**config.mk**
```make
export PLATFORM = sky130hd
export DESIGN_NAME = port_bus_decoder
export DESIGN_NICKNAME = d
export VERILOG_FILES = /design/src/rtl/port_bus_pkg.sv /design/src/rtl/pb_addr_decode.sv /design/src/rtl/pb_sync_ram.sv /design/src/rtl/pb_const_table.sv /design/src/rtl/pb_irq_latch.sv /design/src/rtl/port_bus_decoder.sv
export SDC_FILE = /design/constraint.sdc
export NUM_CORES = 1
export LEC_CHECK = 0
export ABC_AREA = 1
export BUFFER_PORTS_ARGS = -buffer_cell sky130_fd_sc_hd__buf_2
export CAP_MARGIN = 20
export CELL_PAD_IN_SITES_DETAIL_PLACEMENT = 0
export CELL_PAD_IN_SITES_GLOBAL_PLACEMENT = 1
export CORE_AREA = 2 2 284 258
export CTS_CLUSTER_SIZE = 40
export DETAILED_ROUTE_END_ITERATION = 8
export DIE_AREA = 0 0 286 260
export PLACE_DENSITY = 0.68
export SYNTH_ARGS = -nofsm -noshare
export SYNTH_HDL_FRONTEND = slang
export SYNTH_SLANG_ARGS = --single-unit
```
**constraint.sdc**
```tcl
create_clock -name clk -period 2.6 [get_ports clk]
set_clock_uncertainty 0.1 [all_clocks]
set_input_delay 0.39 -clock clk [delete_from_list [all_inputs] [get_ports clk]]
set_output_delay 0.39 -clock clk [all_outputs]
set_load 0.01 [all_outputs]
```
**src/rtl/port_bus_pkg.sv**
```systemverilog
package port_bus_pkg;
  typedef enum logic [2:0] {
    SRC_NONE,
    SRC_RAM,
    SRC_TABLE,
    SRC_LOOP,
    SRC_EXT
  } rd_src_e;
endpackage

```
**src/rtl/pb_addr_decode.sv**
```systemverilog
module pb_addr_decode
  import port_bus_pkg::*;
#(
  parameter int AW = 8,
  parameter int RAM_AW = 6,
  parameter logic [AW-1:0] LOOP_ADDR = 8'h80,
  parameter logic [AW-1:0] OUTB_ADDR = 8'hC0,
  parameter logic [AW-1:0] EXT_ADDR  = 8'hCF
) (
  input  logic [AW-1:0] addr,
  input  logic          wr,
  output logic          ram_we,
  output logic          loop_we,
  output logic          outb_we,
  output rd_src_e       rd_src
);
  localparam int RW = AW - RAM_AW;

  logic [RW-1:0] region;
  logic          in_ram, in_table;

  assign region   = addr[AW-1:RAM_AW];
  assign in_ram   = (region == RW'(0));
  assign in_table = (region == RW'(1));

  assign ram_we  = wr && in_ram;
  assign loop_we = wr && (addr == LOOP_ADDR);
  assign outb_we = wr && (addr == OUTB_ADDR);

  always_comb begin
    if (in_ram)                 rd_src = SRC_RAM;
    else if (in_table)          rd_src = SRC_TABLE;
    else if (addr == LOOP_ADDR) rd_src = SRC_LOOP;
    else if (addr == EXT_ADDR)  rd_src = SRC_EXT;
    else                        rd_src = SRC_NONE;
  end
endmodule

```
**src/rtl/pb_sync_ram.sv**
```systemverilog
module pb_sync_ram #(
  parameter int AW = 6,
  parameter int DW = 8
) (
  input  logic          clk,
  input  logic          we,
  input  logic [AW-1:0] addr,
  input  logic [DW-1:0] wdata,
  output logic [DW-1:0] rdata
);
  localparam int DEPTH = 1 << AW;

  logic [DW-1:0] mem [DEPTH];

  // read-before-write: rdata holds the entry as it was before this edge
  always_ff @(posedge clk) begin
    if (we) mem[addr] <= wdata;
    rdata <= mem[addr];
  end
endmodule

```
**src/rtl/pb_const_table.sv**
```systemverilog
module pb_const_table #(
  parameter int AW = 6,
  parameter int DW = 8,
  parameter int MUL = 37,
  parameter int ADD = 27
) (
  input  logic          clk,
  input  logic [AW-1:0] addr,
  output logic [DW-1:0] rdata
);
  function automatic logic [DW-1:0] entry_of(input logic [AW-1:0] idx);
    logic [31:0] acc;
    acc = 32'(idx) * 32'(MUL) + 32'(ADD);
    return acc[DW-1:0];
  endfunction

  always_ff @(posedge clk) rdata <= entry_of(addr);
endmodule

```
**src/rtl/pb_irq_latch.sv**
```systemverilog
module pb_irq_latch (
  input  logic clk,
  input  logic rst,
  input  logic set_i,
  input  logic clr_i,
  output logic q
);
  always_ff @(posedge clk) begin
    if (rst)        q <= 1'b0;
    else if (clr_i) q <= 1'b0;
    else if (set_i) q <= 1'b1;
  end

  AST_IRQ_CLEAR_WINS: assert property (@(posedge clk) disable iff (rst)
    clr_i |=> !q);
  AST_IRQ_SET: assert property (@(posedge clk) disable iff (rst)
    (set_i && !clr_i) |=> q);
  AST_IRQ_HOLD: assert property (@(posedge clk) disable iff (rst)
    (!set_i && !clr_i) |=> $stable(q));
endmodule

```
**src/rtl/port_bus_decoder.sv**
```systemverilog
module port_bus_decoder
  import port_bus_pkg::*;
#(
  parameter int AW = 8,
  parameter int DW = 8,
  parameter int RAM_AW = 6,
  parameter logic [AW-1:0] LOOP_ADDR = 8'h80,
  parameter logic [AW-1:0] OUTB_ADDR = 8'hC0,
  parameter logic [AW-1:0] EXT_ADDR  = 8'hCF,
  parameter int TABLE_MUL = 37,
  parameter int TABLE_ADD = 27
) (
  input  logic          clk,
  input  logic          rst,
  input  logic [AW-1:0] cpu_addr,
  input  logic [DW-1:0] cpu_wdata,
  input  logic          cpu_wr,
  output logic [DW-1:0] cpu_rdata,
  input  logic [DW-1:0] ext_in,
  output logic [DW-1:0] reg_a_out,
  output logic [DW-1:0] reg_b_out,
  input  logic          irq_req,
  input  logic          irq_ack,
  output logic          irq_out
);
  logic          ram_we, loop_we, outb_we;
  rd_src_e       rd_src, sel_q;
  logic [DW-1:0] ram_q, table_q, ext_q, snap_q;

  pb_addr_decode #(
    .AW(AW), .RAM_AW(RAM_AW),
    .LOOP_ADDR(LOOP_ADDR), .OUTB_ADDR(OUTB_ADDR), .EXT_ADDR(EXT_ADDR)
  ) u_dec (
    .addr(cpu_addr), .wr(cpu_wr),
    .ram_we(ram_we), .loop_we(loop_we), .outb_we(outb_we), .rd_src(rd_src)
  );

  pb_sync_ram #(.AW(RAM_AW), .DW(DW)) u_ram (
    .clk(clk), .we(ram_we), .addr(cpu_addr[RAM_AW-1:0]),
    .wdata(cpu_wdata), .rdata(ram_q)
  );

  pb_const_table #(.AW(RAM_AW), .DW(DW), .MUL(TABLE_MUL), .ADD(TABLE_ADD)) u_tab (
    .clk(clk), .addr(cpu_addr[RAM_AW-1:0]), .rdata(table_q)
  );

  pb_irq_latch u_irq (
    .clk(clk), .rst(rst), .set_i(irq_req), .clr_i(irq_ack), .q(irq_out)
  );

  always_ff @(posedge clk) begin
    if (rst) begin
      reg_a_out <= '0;
      reg_b_out <= '0;
      ext_q     <= '0;
      snap_q    <= '0;
      sel_q     <= SRC_NONE;
    end else begin
      if (loop_we) reg_a_out <= cpu_wdata;
      if (outb_we) reg_b_out <= cpu_wdata;
      ext_q <= ext_in;
      sel_q <= rd_src;
      case (rd_src)
        SRC_LOOP: snap_q <= reg_a_out;
        SRC_EXT:  snap_q <= ext_q;
        default:  snap_q <= '0;
      endcase
    end
  end

  always_comb begin
    case (sel_q)
      SRC_RAM:            cpu_rdata = ram_q;
      SRC_TABLE:          cpu_rdata = table_q;
      SRC_LOOP, SRC_EXT:  cpu_rdata = snap_q;
      default:            cpu_rdata = '0;
    endcase
  end

  AST_LOOP_LOAD: assert property (@(posedge clk) disable iff (rst)
    (cpu_wr && cpu_addr == LOOP_ADDR) |=> reg_a_out == $past(cpu_wdata));
  AST_LOOP_HOLD: assert property (@(posedge clk) disable iff (rst)
    !loop_we |=> $stable(reg_a_out));
  AST_OUTB_HOLD: assert property (@(posedge clk) disable iff (rst)
    !outb_we |=> $stable(reg_b_out));
  AST_NO_STROBE_NO_WRITE: assert property (@(posedge clk) disable iff (rst)
    !cpu_wr |-> !(ram_we || loop_we || outb_we));
  AST_ONE_TARGET: assert property (@(posedge clk) disable iff (rst)
    $onehot0({ram_we, loop_we, outb_we}));
  AST_UNMAPPED_ZERO: assert property (@(posedge clk) disable iff (rst)
    (rd_src == SRC_NONE) |=> cpu_rdata == '0);
  AST_RESET_CLEARS: assert property (@(posedge clk)
    rst |=> (reg_a_out == '0 && reg_b_out == '0 && !irq_out && cpu_rdata == '0));
endmodule

```
==> flow_summary.json <==
{
  "grt_max_degree": 114,
  "htree_num_levels": 2,
  "first_iter_violations": 1365,
  "hp-class": "in2reg",
  "finalSetupViolations": 0,
  "cellPowerDensity_nw_per_um2": 673,
  "ant_nets": 0,
  "r2r_end": "u_ram.rdata[7]",
  "vias": 16970,
  "async_flop_share_pct": 0,
  "clkLatencyLatePin_ns": 0.62,
  "critPathBufInv": 2,
  "cts_tree": "done",
  "gp_congestion": 0.848,
  "cts_made_buffers": 58,
  "dr.pass1.iters": 5,
  "design_area_um2": 28800,
  "critical_path_class": "reg2out",
  "drive_above_1_share_pct": 9.42,
  "rsz0062_at_grt": "false",
  "muxShareOfSynthArea_pct": 0,
  "synth-xor-area-share_pct": 0.282,
  "grtUsageTotal_pct": 17.4,
  "coreArea_um2": 71200,
  "synth_top_family_by_area": "simple AND/OR/NAND/NOR gates",
  "syn-instance-count": 2567,
  "synthSimpleGateAreaFrac_pct": 22.2,
  "yosysTopAreaCell": "edfxtp_1",
  "dieArea_um2": 74400,
  "synth-edff-count": 512,
  "crit_path_end": "cpu_rdata[3]",
  "p_leak_nw": 12.8,
  "clk_pin_slew_worst_paths_ns": 0.06,
  "root_buffer": "clkbuf_16",
  "overflow": 0,
  "fmax_mhz": 427,
  "status": "complete, no violations",
  "die_h_um": 260,
  "tightest_slew_ns": 1.01,
  "max_slew_margin_pct": 32.5,
  "nFillCells": 7036,
  "r2r_setup_slack_ns": 0.96,
  "ys.flop_type": "edfxtp_1",
  "synth_area_um2": 24800,
  "finalPower_mw": 19.4,
  "r2r_cells": 10,
  "crit_required_ns": 2.11,
  "avgSynthCellArea_um2": 9.66,
  "synth_compound_area_share_pct": 1.13,
  "ys_ff_latch": 564,
  "place_area_um2": 26800,
  "maxCapViolCount": 0,
  "critPathSlowestCell": "dfxtp_1",
  "first_global_vias": 16559,
  "fin_crit_sh_pct": 90.1,
  "rows": 93,
  "final-hold-violation-count": 0,
  "synth_fp_nets": 2619,
  "syn_to_final_growth_pct": 16.2,
  "antenna_found_initial": 0,
  "critPathLaunchType": "flip-flop",
  "cp.depth": 5,
  "ys_seq_area_share_pct": 66.2,
  "arrival_ns": 1.85,
  "cts_setup_buffers": 0,
  "layout_min_cycle_time_ns": 2.34,
  "start_util_pct": 34.8,
  "critPathMaxFanout": 8,
  "yosys-top-cells-area": "edfxtp_1 (62%), nand2_1 (15%), inv_1 (6.3%)",
  "r2r-start": "u_ram.mem[30][7]",
  "peakVddDrop_mv": 0.505,
  "vias_per_cell": 4.57,
  "clockBufferDepth": 3,
  "slew_viol_final": 0,
  "critPathMaxStageDelay_ns": 0.37,
  "ys_types": 26,
  "fin_setup_tns_ns": 0,
  "cp-startpoint": "sel_q[0]",
  "crit_family": "simple AND/OR/NAND/NOR gates",
  "end_kind": "output pin",
  "drc": 0,
  "crit_chain": "inv_1 > nor3_2 > nand2_1 > nand3_1 > buf_2",
  "hpwl_mm": 40.8,
  "grt_pass1_wl_mm": 98.6,
  "die_w_um": 286,
  "fin_nets": 2769,
  "clkSinkCount": 564,
  "port_buffers": 53,
  "synthAdderAreaFrac_pct": 1.25,
  "io_pins": 54,
  "synth_top_area_share_pct": 62.0,
  "route.final.wire_length_mm": 64.9,
  "wire_per_inst_um": 17.5,
  "yosysWarnings": 0
}
-- cell families after synthesis --
| kind of cell | count (synthesis) |
|---|---|
| AO/OA/AOI/OAI | 56 |
| XOR/XNOR | 8 |
| flip-flops | 564 |
| buffers and inverters | 521 |
| AND/OR/NAND/NOR | 1395 |
| adder cells (fa/ha/maj) | 23 |
-- layout by cell type, fill, tap and decap left out, types with 2 or more instances in the layout --
master / netlist / routed
clkinv_1: 1 / 16
buf_2: 51 / 51
nor2_2: 4 / 4
buf_12: 0 / 23
edfxtp_1: 512 / 512
clkinv_2: 0 / 10
xor2_1: 4 / 4
buf_4: 17 / 97
clkbuf_16: 0 / 59
dlygate4sd3_1: 0 / 20
clkbuf_1: 14 / 13
dfxtp_1: 52 / 52
xnor2_1: 4 / 4
ha_1: 20 / 20
inv_1: 417 / 416
o21ai_1: 4 / 5
nor2_1: 186 / 186
nor3_1: 3 / 2
o21ai_0: 40 / 38
fa_1: 3 / 3
a21oi_1: 12 / 11
bufinv_16: 0 / 5
nand2_1: 1004 / 1004
nand3_1: 194 / 194
-- worst register-to-register path, delay by kind of cell, from the launching register on --
kind	cells	cell delay (ns)
and+or+nand+nor	10	1.04
DFF	1	0.37
-- worst min path at each step --
stage	start	to	slack [ns]	cells past startpoint
2_1_floorplan	ext_q[0]	snap_q[0]	0.31	2
3_3_place_gp	ext_q[2]	snap_q[2]	0.32	2
3_5_place_dp	ext_q[4]	snap_q[4]	0.33	2
4_1_cts	cpu_addr[7]	sel_q[1]	0.0002	4
5_1_grt	cpu_addr[7]	sel_q[1]	0.04	4
6_report	cpu_addr[7]	sel_q[1]	0.03	4
-- cells in the mapped netlist, types with 3 or more instances --
master    number
buf_1          3
xor2_1         4
nor2_2         4
clkbuf_1      14
o21ai_0       40
buf_2         51
o21ai_1        4
nand3_1      194
dfxtp_1       52
buf_6         17
ha_1          20
a21oi_1       12
edfxtp_1     512
inv_1        417
nand2_1     1004
nor2_1       186
buf_4         17
xnor2_1        4
nor3_1         3
fa_1           3
-- registers in the layout, indices dropped and copies added, names as in the netlist --
| name | flops |
|---|---|
| u_ram.mem | 512 |
| ext_q | 8 |
| reg_a_out | 8 |
| reg_b_out | 8 |
| snap_q | 8 |
| u_ram.rdata | 8 |
| u_tab.rdata | 8 |
| sel_q | 3 |
| u_irq.q | 1 |
-- final cells by class --
type                    count  area, um2  share of cell area, %
flip-flops and latches    564      16400                   56.9
clock inverters            32        274                  0.950
diodes                      1       2.50                0.00868
well taps                 950       1190                   4.12
inverters                 419       1580                   5.49
clock buffers              72       1530                   5.29
multi-input cells        1482       6190                   21.5
repair buffers            192       1660                   5.75
-- power breakdown --
part           switching [mW]  total (mW)  internal, mW
registers              0.0293        9.99          9.96
logic                   0.961        1.38         0.424
clock network            3.42        8.03          4.62
total                    4.41        19.4          15.0
-- metrics by stage --
step	utilization [%]	worst slack, ns	hold slack [ns]	instances
4_1_cts	40.5	0.0113	0.000226	3711
5_1_grt	40.5	0.114	0.0415	3711
2_1_floorplan	-	0.00966	0.306	2567
3_3_place_gp	37.7	-0.151	0.318	3587
6_report	40.5	0.258	0.0348	3712
3_5_place_dp	37.7	-0.122	0.331	3587
-- layer usage --
metal  vias up  share of wire, %  track usage, %
met4         0               2.4            4.92
met3        88               5.2            2.70
met2       392                46            28.4
met5         -                 0               0
li1       8362                 -               -
met1      8128                46            24.1
-- timing repair --
item | 4_1_cts | 5_1_grt
hold buffers | 20 | 0
setup endpoints to repair | 0 | 8
hold endpoints to repair | 11 | 0
resized for setup | 0 | 2
Power figures use the tool's default switching activity.
